--- src/rtl/rtim_pkg.sv ---
package rtim_pkg;
  localparam int CTRL_W  = 12;
  localparam int B_RUN   = 0;
  localparam int B_TRG   = 1;
  localparam int B_FLAG  = 2;
  localparam int B_IE    = 3;
  localparam int B_RLD   = 4;
  localparam int B_OUTL  = 5;
  localparam int B_SEL   = 6;
  localparam int B_MODE  = 9;

  localparam logic [1:0] A_CTRL = 2'd0;
  localparam logic [1:0] A_RELOAD = 2'd1;
  localparam logic [1:0] A_COUNT = 2'd2;

  typedef struct packed {
    logic load;
    logic dec;
    logic park;
  } rtim_strb_t;

  function automatic logic [2:0] divShift(input logic [2:0] sel);
    case (sel)
      3'b000: return 3'd1;
      3'b001: return 3'd3;
      3'b010: return 3'd5;
      3'b011: return 3'd6;
      3'b101, 3'b110: return 3'd7;
      default: return 3'd0;
    endcase
  endfunction

  function automatic logic selValid(input logic [2:0] sel);
    return !(sel == 3'b100 || sel == 3'b111);
  endfunction
endpackage

--- src/rtl/rtim_ctrl.sv ---
module rtim_ctrl
  import rtim_pkg::*;
#(
  parameter int PRE_W = 7
) (
  input  logic              clk,
  input  logic              rstN,
  input  logic              wrEn,
  input  logic [1:0]        wrAddr,
  input  logic [CTRL_W-1:0] wrCtrl,
  input  logic              cntZero,
  output rtim_strb_t        strb,
  output logic [CTRL_W-1:0] ctrlWord,
  output logic              timerOut,
  output logic              irq
);
  logic runEn, intEn, rldEn, outLvl, flag, active, loadPend, tState;
  logic [2:0] clkSel, mode;
  logic [PRE_W-1:0] presc, divMask;
  logic ctrlWr, trigValid, selOk, modeOk, running, tickNow, uflow;

  assign ctrlWr    = wrEn && (wrAddr == A_CTRL);
  assign trigValid = ctrlWr && wrCtrl[B_TRG] && wrCtrl[B_RUN];
  assign selOk     = selValid(clkSel);
  assign modeOk    = !mode[2];
  assign running   = runEn && active && selOk && modeOk && !loadPend;

  always_comb begin
    divMask = (PRE_W'(1) << divShift(clkSel)) - PRE_W'(1);
  end

  assign tickNow = running && (presc == divMask);
  assign uflow   = tickNow && cntZero;

  always_comb begin
    strb.load = loadPend || (uflow && rldEn);
    strb.dec  = tickNow && !cntZero;
    strb.park = uflow && !rldEn;
  end

  always_ff @(posedge clk) begin
    if (!rstN) begin
      runEn <= 1'b0; intEn <= 1'b0; rldEn <= 1'b0; outLvl <= 1'b0;
      clkSel <= 3'b000; mode <= 3'b000;
    end else if (ctrlWr) begin
      runEn <= wrCtrl[B_RUN];
      if (!runEn) begin
        intEn  <= wrCtrl[B_IE];
        rldEn  <= wrCtrl[B_RLD];
        outLvl <= wrCtrl[B_OUTL];
        clkSel <= wrCtrl[B_SEL +: 3];
        mode   <= wrCtrl[B_MODE +: 3];
      end
    end
  end

  always_ff @(posedge clk) begin
    if (!rstN) begin
      loadPend <= 1'b0;
      active   <= 1'b0;
      presc    <= '0;
      tState   <= 1'b0;
      flag     <= 1'b0;
    end else begin
      loadPend <= trigValid;
      if (loadPend) begin
        active <= 1'b1;
        presc  <= '0;
        tState <= !rldEn;
      end else begin
        if (running) presc <= (presc == divMask) ? '0 : presc + PRE_W'(1);
        if (uflow) begin
          tState <= rldEn ? ~tState : 1'b0;
          if (!rldEn) active <= 1'b0;
        end
      end
      if (uflow) flag <= 1'b1;
      else if (ctrlWr && !wrCtrl[B_FLAG]) flag <= 1'b0;
    end
  end

  assign timerOut = tState ^ outLvl;
  assign irq      = flag & intEn;
  assign ctrlWord = {mode, clkSel, outLvl, rldEn, intEn, flag, 1'b0, runEn};

  a_r4_set_wins: assert property (@(posedge clk) disable iff (!rstN)
    uflow |=> flag);
  a_r4_irq_gate: assert property (@(posedge clk) disable iff (!rstN)
    irq |-> flag);
  a_r1_reserved_hold: assert property (@(posedge clk) disable iff (!rstN)
    !selOk |-> !strb.dec);
  a_r2_mode_hold: assert property (@(posedge clk) disable iff (!rstN)
    mode[2] |-> !strb.dec);
  a_r12_stop_hold: assert property (@(posedge clk) disable iff (!rstN)
    !runEn |-> !(strb.dec || strb.park));
endmodule

--- src/rtl/rtim_datapath.sv ---
module rtim_datapath
  import rtim_pkg::*;
#(
  parameter int DW = 16
) (
  input  logic              clk,
  input  logic              rstN,
  input  logic              wrEn,
  input  logic [1:0]        wrAddr,
  input  logic [DW-1:0]     wrData,
  input  logic [1:0]        rdAddr,
  input  logic [CTRL_W-1:0] ctrlWord,
  input  rtim_strb_t        strb,
  output logic              cntZero,
  output logic [DW-1:0]     rdData
);
  logic [DW-1:0] rldReg, cnt;

  always_ff @(posedge clk) begin
    if (!rstN) rldReg <= '0;
    else if (wrEn && wrAddr == A_RELOAD) rldReg <= wrData;
  end

  always_ff @(posedge clk) begin
    if (!rstN) cnt <= '0;
    else if (strb.load) cnt <= rldReg;
    else if (strb.park) cnt <= '1;
    else if (strb.dec) cnt <= cnt - DW'(1);
  end

  assign cntZero = (cnt == '0);

  always_comb begin
    case (rdAddr)
      A_CTRL:   rdData = {{(DW-CTRL_W){1'b0}}, ctrlWord};
      A_RELOAD: rdData = rldReg;
      A_COUNT:  rdData = cnt;
      default:  rdData = '0;
    endcase
  end

  a_r3_load_value: assert property (@(posedge clk) disable iff (!rstN)
    strb.load |=> cnt == $past(rldReg));
  a_r10_park_ones: assert property (@(posedge clk) disable iff (!rstN)
    strb.park |=> cnt == '1);
  a_r9_single_step: assert property (@(posedge clk) disable iff (!rstN)
    strb.dec |=> cnt == $past(cnt) - DW'(1));
  a_r6_one_action: assert property (@(posedge clk) disable iff (!rstN)
    1'b1 |-> $onehot0({strb.load, strb.dec, strb.park}));
endmodule

--- src/rtl/rtim_top.sv ---
module rtim_top
  import rtim_pkg::*;
#(
  parameter int DW    = 16,
  parameter int PRE_W = 7
) (
  input  logic          clk,
  input  logic          rstN,
  input  logic          wrEn,
  input  logic [1:0]    wrAddr,
  input  logic [DW-1:0] wrData,
  input  logic [1:0]    rdAddr,
  output logic [DW-1:0] rdData,
  output logic          timerOut,
  output logic          irq
);
  rtim_strb_t        strb;
  logic [CTRL_W-1:0] ctrlWord;
  logic              cntZero;

  rtim_ctrl #(.PRE_W(PRE_W)) u_ctrl (
    .clk(clk), .rstN(rstN), .wrEn(wrEn), .wrAddr(wrAddr),
    .wrCtrl(wrData[CTRL_W-1:0]), .cntZero(cntZero), .strb(strb),
    .ctrlWord(ctrlWord), .timerOut(timerOut), .irq(irq)
  );

  rtim_datapath #(.DW(DW)) u_dp (
    .clk(clk), .rstN(rstN), .wrEn(wrEn), .wrAddr(wrAddr), .wrData(wrData),
    .rdAddr(rdAddr), .ctrlWord(ctrlWord), .strb(strb), .cntZero(cntZero),
    .rdData(rdData)
  );
endmodule

--- config.mk ---
export PLATFORM = sky130hd
export DESIGN_NAME = rtim_top
export DESIGN_NICKNAME = d
export VERILOG_FILES = /design/src/rtl/rtim_pkg.sv /design/src/rtl/rtim_ctrl.sv /design/src/rtl/rtim_datapath.sv /design/src/rtl/rtim_top.sv
export SDC_FILE = /design/constraint.sdc
export NUM_CORES = 1
export LEC_CHECK = 0
export BUFFER_PORTS_ARGS = -buffer_cell sky130_fd_sc_hd__buf_2
export CAP_MARGIN = 15
export CELL_PAD_IN_SITES_DETAIL_PLACEMENT = 1
export CELL_PAD_IN_SITES_GLOBAL_PLACEMENT = 2
export CORE_UTILIZATION = 31
export DETAILED_ROUTE_END_ITERATION = 10
export GPL_ROUTABILITY_DRIVEN = 0
export PLACE_DENSITY = 0.82
export SKIP_LAST_GASP = 1
export SLEW_MARGIN = 20
export SYNTH_ARGS = -nofsm -noshare
export SYNTH_HDL_FRONTEND = slang
export SYNTH_SLANG_ARGS = --single-unit
--- constraint.sdc ---
create_clock -name clk -period 2.6 [get_ports clk]
set_input_delay 0.52 -clock clk [delete_from_list [all_inputs] [get_ports clk]]
set_output_delay 0.52 -clock clk [all_outputs]
set_load 0.02 [all_outputs]
; ---- After elaboration in Yosys (flattened, before gate mapping)
; Cells that the tools add are included.
[classes]
mux = 14
shift = 1
reduce_logical = 33
n_eq_ne = 12
addsub = 3
bitwise = 5
[op_table]
columns = operator, count
row1 = 2-to-1 mux 16 bit, 3
row2 = one-hot mux 16 bit (3 select lines), 1
row3 = zero test 16 bit, 1
row4 = subtractor 16 x 1 -> 16 bit (second input constant), 1
row5 = one-hot mux 3 bit (5 select lines), 1
row6 = logical AND 1 bit, 14
row7 = == test 3 bit (second input constant), 4
row8 = 2-to-1 mux 1 bit, 8
row9 = adder 7 x 1 -> 7 bit (second input constant), 1
row10 = == test 7 bit, 1
row11 = 2-to-1 mux 7 bit, 1
row12 = left shift 1 x 3 -> 7 bit (first input constant), 1
row13 = subtractor 7 x 2 -> 7 bit (second input constant), 1
row14 = == test 3 x 2 -> 1 bit (second input constant), 2
row15 = zero test 1 bit, 6
row16 = == test 2 x 1 -> 1 bit (second input constant), 2
row17 = zero test 2 bit, 2
row18 = AND reduction 2 bit, 2
row19 = nonzero test 2 bit, 2
row20 = OR reduction 2 bit, 2
row21 = == test 3 x 1 -> 1 bit (second input constant), 1
row22 = zero test 3 bit, 1
row23 = NOT 1 bit, 3
row24 = nonzero test 3 bit, 1
row25 = 5 further kinds, 6
[totals]
wordCells = 81
register_bits = 53
in_bits = 23

; ---- Logic depth before layout (Yosys ltp)
[logic_depth]
ltp_word = 11
mapped_depth = 11

; ---- Cells and area by module
; Synthesis repeated with hierarchy kept, for this count alone.
[hier_totals]
hier_cells = 371
hier_area_um2 = 3035.4
[modules_own_cells]
columns = mod, seq_area_each_um2, n_inst, area_per_inst_um2, cells_per_inst
row1 = rtim_datapath, 640.6, 1, 1859.3, 232
row2 = rtim_ctrl, 420.4, 1, 1176.1, 139

; ---- Worst setup path before layout
; OpenSTA, ideal clock, no wires.
[synth_path]
path_kind = register to register
from = register u_ctrl.clkSel[1]
to = register u_dp.cnt[1]
arrival_ps = 2528
path_stages_with_launch = 11
path_slack_ps = -45
path_buffers = 2
required_ps = 2482
path_cell_list = dfxtp_1 -> buf_4 -> or3_1 -> ha_1 -> xnor2_1 -> o211a_1 -> a211oi_2 -> nand4_2 -> and2_4 -> buf_6 -> o2111a_1
[synth_via]
elab_chain_cells = 11
elab_cells_between_ends = 27
classes_between = add/sub (1) / eq/ne (8) / shift (1) / mux (3) / reduce/logical (14)
[synth_rtl]
columns = item, line
row1 = "start, declared", rtim_ctrl.sv:18  ; logic [2:0] clkSel, mode;
row2 = "start signal, assigned", rtim_ctrl.sv:51  ; clkSel <= wrCtrl[B_SEL +: 3];
row3 = "== test 3 bit, on equally long branches", "rtim_pkg.sv:23, rtim_pkg.sv:34"
row4 = OR reduction 2 bit / logical OR 1 bit (equally long branches), "rtim_pkg.sv:23, rtim_pkg.sv:34"
row5 = one-hot mux 3 bit (5 select lines) / zero test 1 bit (equally long branches), "rtim_pkg.sv:23, rtim_pkg.sv:34"
row6 = left shift 1 x 3 -> 7 bit / logical AND 1 bit (equally long branches), "rtim_ctrl.sv:29, rtim_ctrl.sv:26"
row7 = subtractor 7 x 2 -> 7 bit / logical AND 1 bit (equally long branches), "rtim_ctrl.sv:29, rtim_ctrl.sv:26"
row8 = == test 7 bit / logical AND 1 bit (equally long branches), "rtim_ctrl.sv:32, rtim_ctrl.sv:26"
row9 = logical AND 1 bit (*), rtim_ctrl.sv:32  ; assign tickNow = running && (presc == divMask);
row10 = logical AND 1 bit, rtim_ctrl.sv:33  ; assign uflow = tickNow && cntZero;
row11 = "logical AND 1 bit, on equally long branches", "rtim_ctrl.sv:38, rtim_ctrl.sv:36"
row12 = 2-to-1 mux 16 bit / logical OR 1 bit (equally long branches), "rtim_datapath.sv:27, rtim_ctrl.sv:36"
row13 = 2-to-1 mux 16 bit / nonzero test 3 bit (equally long branches), -
row14 = "end signal, assigned", rtim_datapath.sv:26  ; else if (strb.load) cnt <= rldReg;
row15 = "end signal, assigned", rtim_datapath.sv:28  ; else if (strb.dec) cnt <= cnt - DW'(1);
row16 = "end, declared", rtim_datapath.sv:17  ; logic [DW-1:0] rldReg, cnt;
; Every way passes the cells marked *; elsewhere a longest branch is shown, timed or not.
; A chain may end at the register's enable or synchronous reset.

; ---- Worst setup path after layout
[layout_path]
from = register u_ctrl.clkSel[0]
to = register u_dp.cnt[9]
; Same word-level chain as after synthesis.

==> impl_metrics.json <==
{
  "status": "completed",
  "holdPathEnd": "u_dp.rldReg[13]$_SDFFE_PN0P_",
  "worst_pin_slew_ns": 0.924,
  "cts_tree": "yes",
  "cp.arrival_ns": 2.72,
  "pre_cts_slack_ns": 0.0631,
  "r2r-end": "u_dp.cnt[9]$_SDFFE_PN0P_",
  "cp_max_fo": 10,
  "synth_cell_types": 66,
  "cts_hold_buf": 0,
  "overflow": 0,
  "drt-initial-drc-count": 122,
  "grt_max_degree": 34,
  "hold_violations": 0,
  "fp.coreArea_mm2": 0.00942,
  "synth_edf_count": 0,
  "ys.flop_type": "dfxtp_1",
  "ctsRootBufferMaster": "clkbuf_8",
  "fillCellCount": 1169,
  "yosysTopAreaCell": "dfxtp_1",
  "hold_path_depth": 3,
  "die_h_um": 102,
  "holdWs_ns": 0.440,
  "synth.net_count": 409,
  "slew-limit-headroom_pct": 38.4,
  "wire_per_inst_um": 17.7,
  "power_density_mw_per_mm2": 467,
  "layout.cells.most_common": "nand2_1",
  "initial_core_util_pct": 32.7,
  "hpwlAfterDp_um": 7460,
  "fin_ws_ns": 0.0995,
  "drc": 0,
  "avgSynthCellArea_um2": 8.03,
  "p_int_w": 0.00124,
  "grt_pass1_wl_um": 16400,
  "drt_pass1_iterations": 4,
  "combPwrFrac_pct": 14.8,
  "end_kind": "register",
  "port_buffers": 40,
  "fmax_mhz": 400,
  "row_count": 35,
  "ys_ff_latch": 53,
  "holdCritPathClass": "input port to register",
  "postLayoutCoreUtil_pct": 39.1,
  "ys_warn_count": 0,
  "start_kind": "register",
  "grt_usage_pct": 20.3,
  "regToRegSetupSlack_ns": 0.1,
  "synth.area.top_cells": "dfxtp_1 34%, nand2_1 9.5%, a21oi_1 5.4%",
  "htree_levels": 2,
  "fin_nets": 460,
  "worstPathRequired_ns": 2.82,
  "numClockSinks": 53,
  "syn_inst": 383,
  "cts_buffers": 5,
  "final.period_utilization_pct": 96.2,
  "die_w_um": 102,
  "swShare_pct": 27.7,
  "clk_pin_slew_ns": 0.10,
  "drv_slew": 0,
  "diodes": 0,
  "clk_path_buf_depth": 2,
  "finalCriticalPeriod_ns": 2.50,
  "timing.rr.start": "u_ctrl.clkSel[0]$_SDFFE_PN0P_",
  "async_flop_share_pct": 0,
  "peakVddDrop_mv": 0.229,
  "drv_cap": 0,
  "grt_pass1_vias": 3074,
  "ys_seq_area_share_pct": 34.5,
  "syn_to_final_growth_pct": 19.5,
  "switchingPower_w": 0.000475,
  "min-delay-start": "wrData[13]",
  "layout_common_cells": "78 x nand2_1, 51 x dfxtp_1, 40 x buf_2",
  "synth_top_area_share_pct": 34.5,
  "power_w": 0.00172,
  "clk_latency_ns": 0.31,
  "vias": 3006,
  "antenna_found_initial": 0,
  "setup_viol": 0,
  "routed_wl_um": 10000,
  "pwr-share-seq_pct": 49.4,
  "skew_ns": 0.00716,
  "ioPinCount": 41,
  "rr_worst_depth": 9,
  "p_clk_share_pct": 35.8,
  "drive_above_1_share_pct": 22.8,
  "crit_type": "register to register",
  "leakage_nw": 1.45,
  "avgViaCountPerCell": 5.33,
  "synth_area_mm2": 0.00308,
  "die_area_mm2": 0.0103,
  "ant_nets": 0
}
==> worst max path at each step <==
| stage | start | endpoint | slack [ns] | cells past startpoint |
|---|---|---|---|---|
| finish | u_ctrl.clkSel[0]$_SDFFE_PN0P_ | u_dp.cnt[9]$_SDFFE_PN0P_ | 0.1 | 9 |
| global route | u_ctrl.clkSel[0]$_SDFFE_PN0P_ | u_dp.cnt[3]$_SDFFE_PN0P_ | -0.02 | 10 |
| CTS | u_ctrl.clkSel[0]$_SDFFE_PN0P_ | u_dp.cnt[9]$_SDFFE_PN0P_ | 0.03 | 9 |
| detailed placement | u_ctrl.clkSel[0]$_SDFFE_PN0P_ | u_dp.cnt[9]$_SDFFE_PN0P_ | 0.06 | 9 |
| global placement | u_ctrl.clkSel[0]$_SDFFE_PN0P_ | u_dp.cnt[6]$_SDFFE_PN0P_ | 0.14 | 9 |
| floorplan | u_ctrl.clkSel[1]$_SDFFE_PN0P_ | u_dp.cnt[1]$_SDFFE_PN0P_ | 0.01 | 10 |
==> power by group through the flow <==
stage | Sequential, W | Clock [W] | Combinational [W]
after detailed placement | 0.000868 | 0 | 0.000245
final | 0.000849 | 0.000614 | 0.000255
after floorplan | 0.000860 | 0 | 0.000156
after global routing | 0.000852 | 0.000650 | 0.000279
after global placement | 0.000867 | 0 | 0.000240
after CTS | 0.000849 | 0.000625 | 0.000246
==> state kept, by name, summed over array words and instances, names as in the netlist <==
| name | cells |
|---|---|
| u_ctrl.runEn | 1 |
| u_ctrl.loadPend | 1 |
| u_ctrl.rldEn | 1 |
| u_ctrl.presc | 7 |
| u_dp.rldReg | 16 |
| u_ctrl.flag | 1 |
| u_dp.cnt | 16 |
| u_ctrl.mode | 3 |
| u_ctrl.outLvl | 1 |
| u_ctrl.tState | 1 |
| u_ctrl.active | 1 |
| u_ctrl.clkSel | 3 |
| u_ctrl.intEn | 1 |
==> stage by stage <==
step,instance area [µm²],std cells,setup TNS (ns)
global placement,3500,555,0
global route,3680,564,-0.0346
finish,3680,564,0
floorplan,3100,383,0
detailed placement,3500,555,0
CTS,3620,563,0
==> worst max-delay path: stages (launching register included) <==
cell and delay (ns):
dfxtp_4 0.37, or3_4 0.39, ha_4 0.19, xnor2_2 0.16, o211a_1 0.29, a211oi_4 0.28
and2_1 0.20, buf_4 0.19, o21ai_1 0.10, a221oi_2 0.23
==> layer usage <==
metal	track usage [%]	up-vias	routed length, µm
met5	0	-	0
met1	27.8	1474	4880
met2	34.4	48	4780
met4	3.90	0	92
li1	-	1475	-
met3	2.14	9	245
==> logic make-up after synthesis <==
logic type                 share of synthesized area [%]
buffers and inverters                               5.53
AOI/OAI and AO/OA                                   22.2
DFF                                                 34.5
and+or+nand+nor                                     29.0
muxes                                               3.90
adders and majority gates                           1.22
xor gates and xnor gates                            3.70
==> what timing repair did <==
item,CTS,global route
endpoints found under the setup margin,0,22
setup buffers,0,1
gates resized for setup,0,11
endpoints found under the hold margin,0,0
==> synthesized netlist by cell type, types with 2 or more instances <==
| cell | number |
|---|---|
| nand2_1 | 78 |
| dfxtp_1 | 53 |
| a21oi_1 | 33 |
| nor2_1 | 26 |
| o21ai_0 | 22 |
| nand3_1 | 14 |
| mux2i_1 | 12 |
| clkbuf_1 | 11 |
| nor3_1 | 7 |
| xnor2_1 | 7 |
| a22o_1 | 6 |
| nand2b_1 | 6 |
| nor2b_1 | 6 |
| xor2_1 | 6 |
| a311oi_1 | 5 |
| nand4_1 | 5 |
| a22oi_1 | 4 |
| buf_4 | 4 |
| nor3b_1 | 4 |
| o211ai_1 | 4 |
| o2bb2a_1 | 4 |
| a31oi_1 | 3 |
| and4_1 | 3 |
| buf_6 | 3 |
| clkbuf_8 | 3 |
| ha_1 | 3 |
| a41oi_1 | 2 |
| and2_1 | 2 |
| and3_1 | 2 |
| clkinv_1 | 2 |
| inv_1 | 2 |
| nor4_4 | 2 |
| o2111a_1 | 2 |
| o211a_1 | 2 |
| o21a_1 | 2 |
| o221ai_1 | 2 |
| or3_1 | 2 |
==> layout make-up <==
type                            count  area [µm²]  area share, %
Multi-Input combinational cell    303        1910           52.0
Sequential cell                    53        1070           29.0
Timing Repair Buffer               67         403           11.0
Tap cell                          129         161           4.39
Clock buffer                        6        82.6           2.25
Clock inverter                      2        37.5           1.02
Inverter                            4        15.0          0.408
Note: power is estimated with default switching activity, not from simulation.
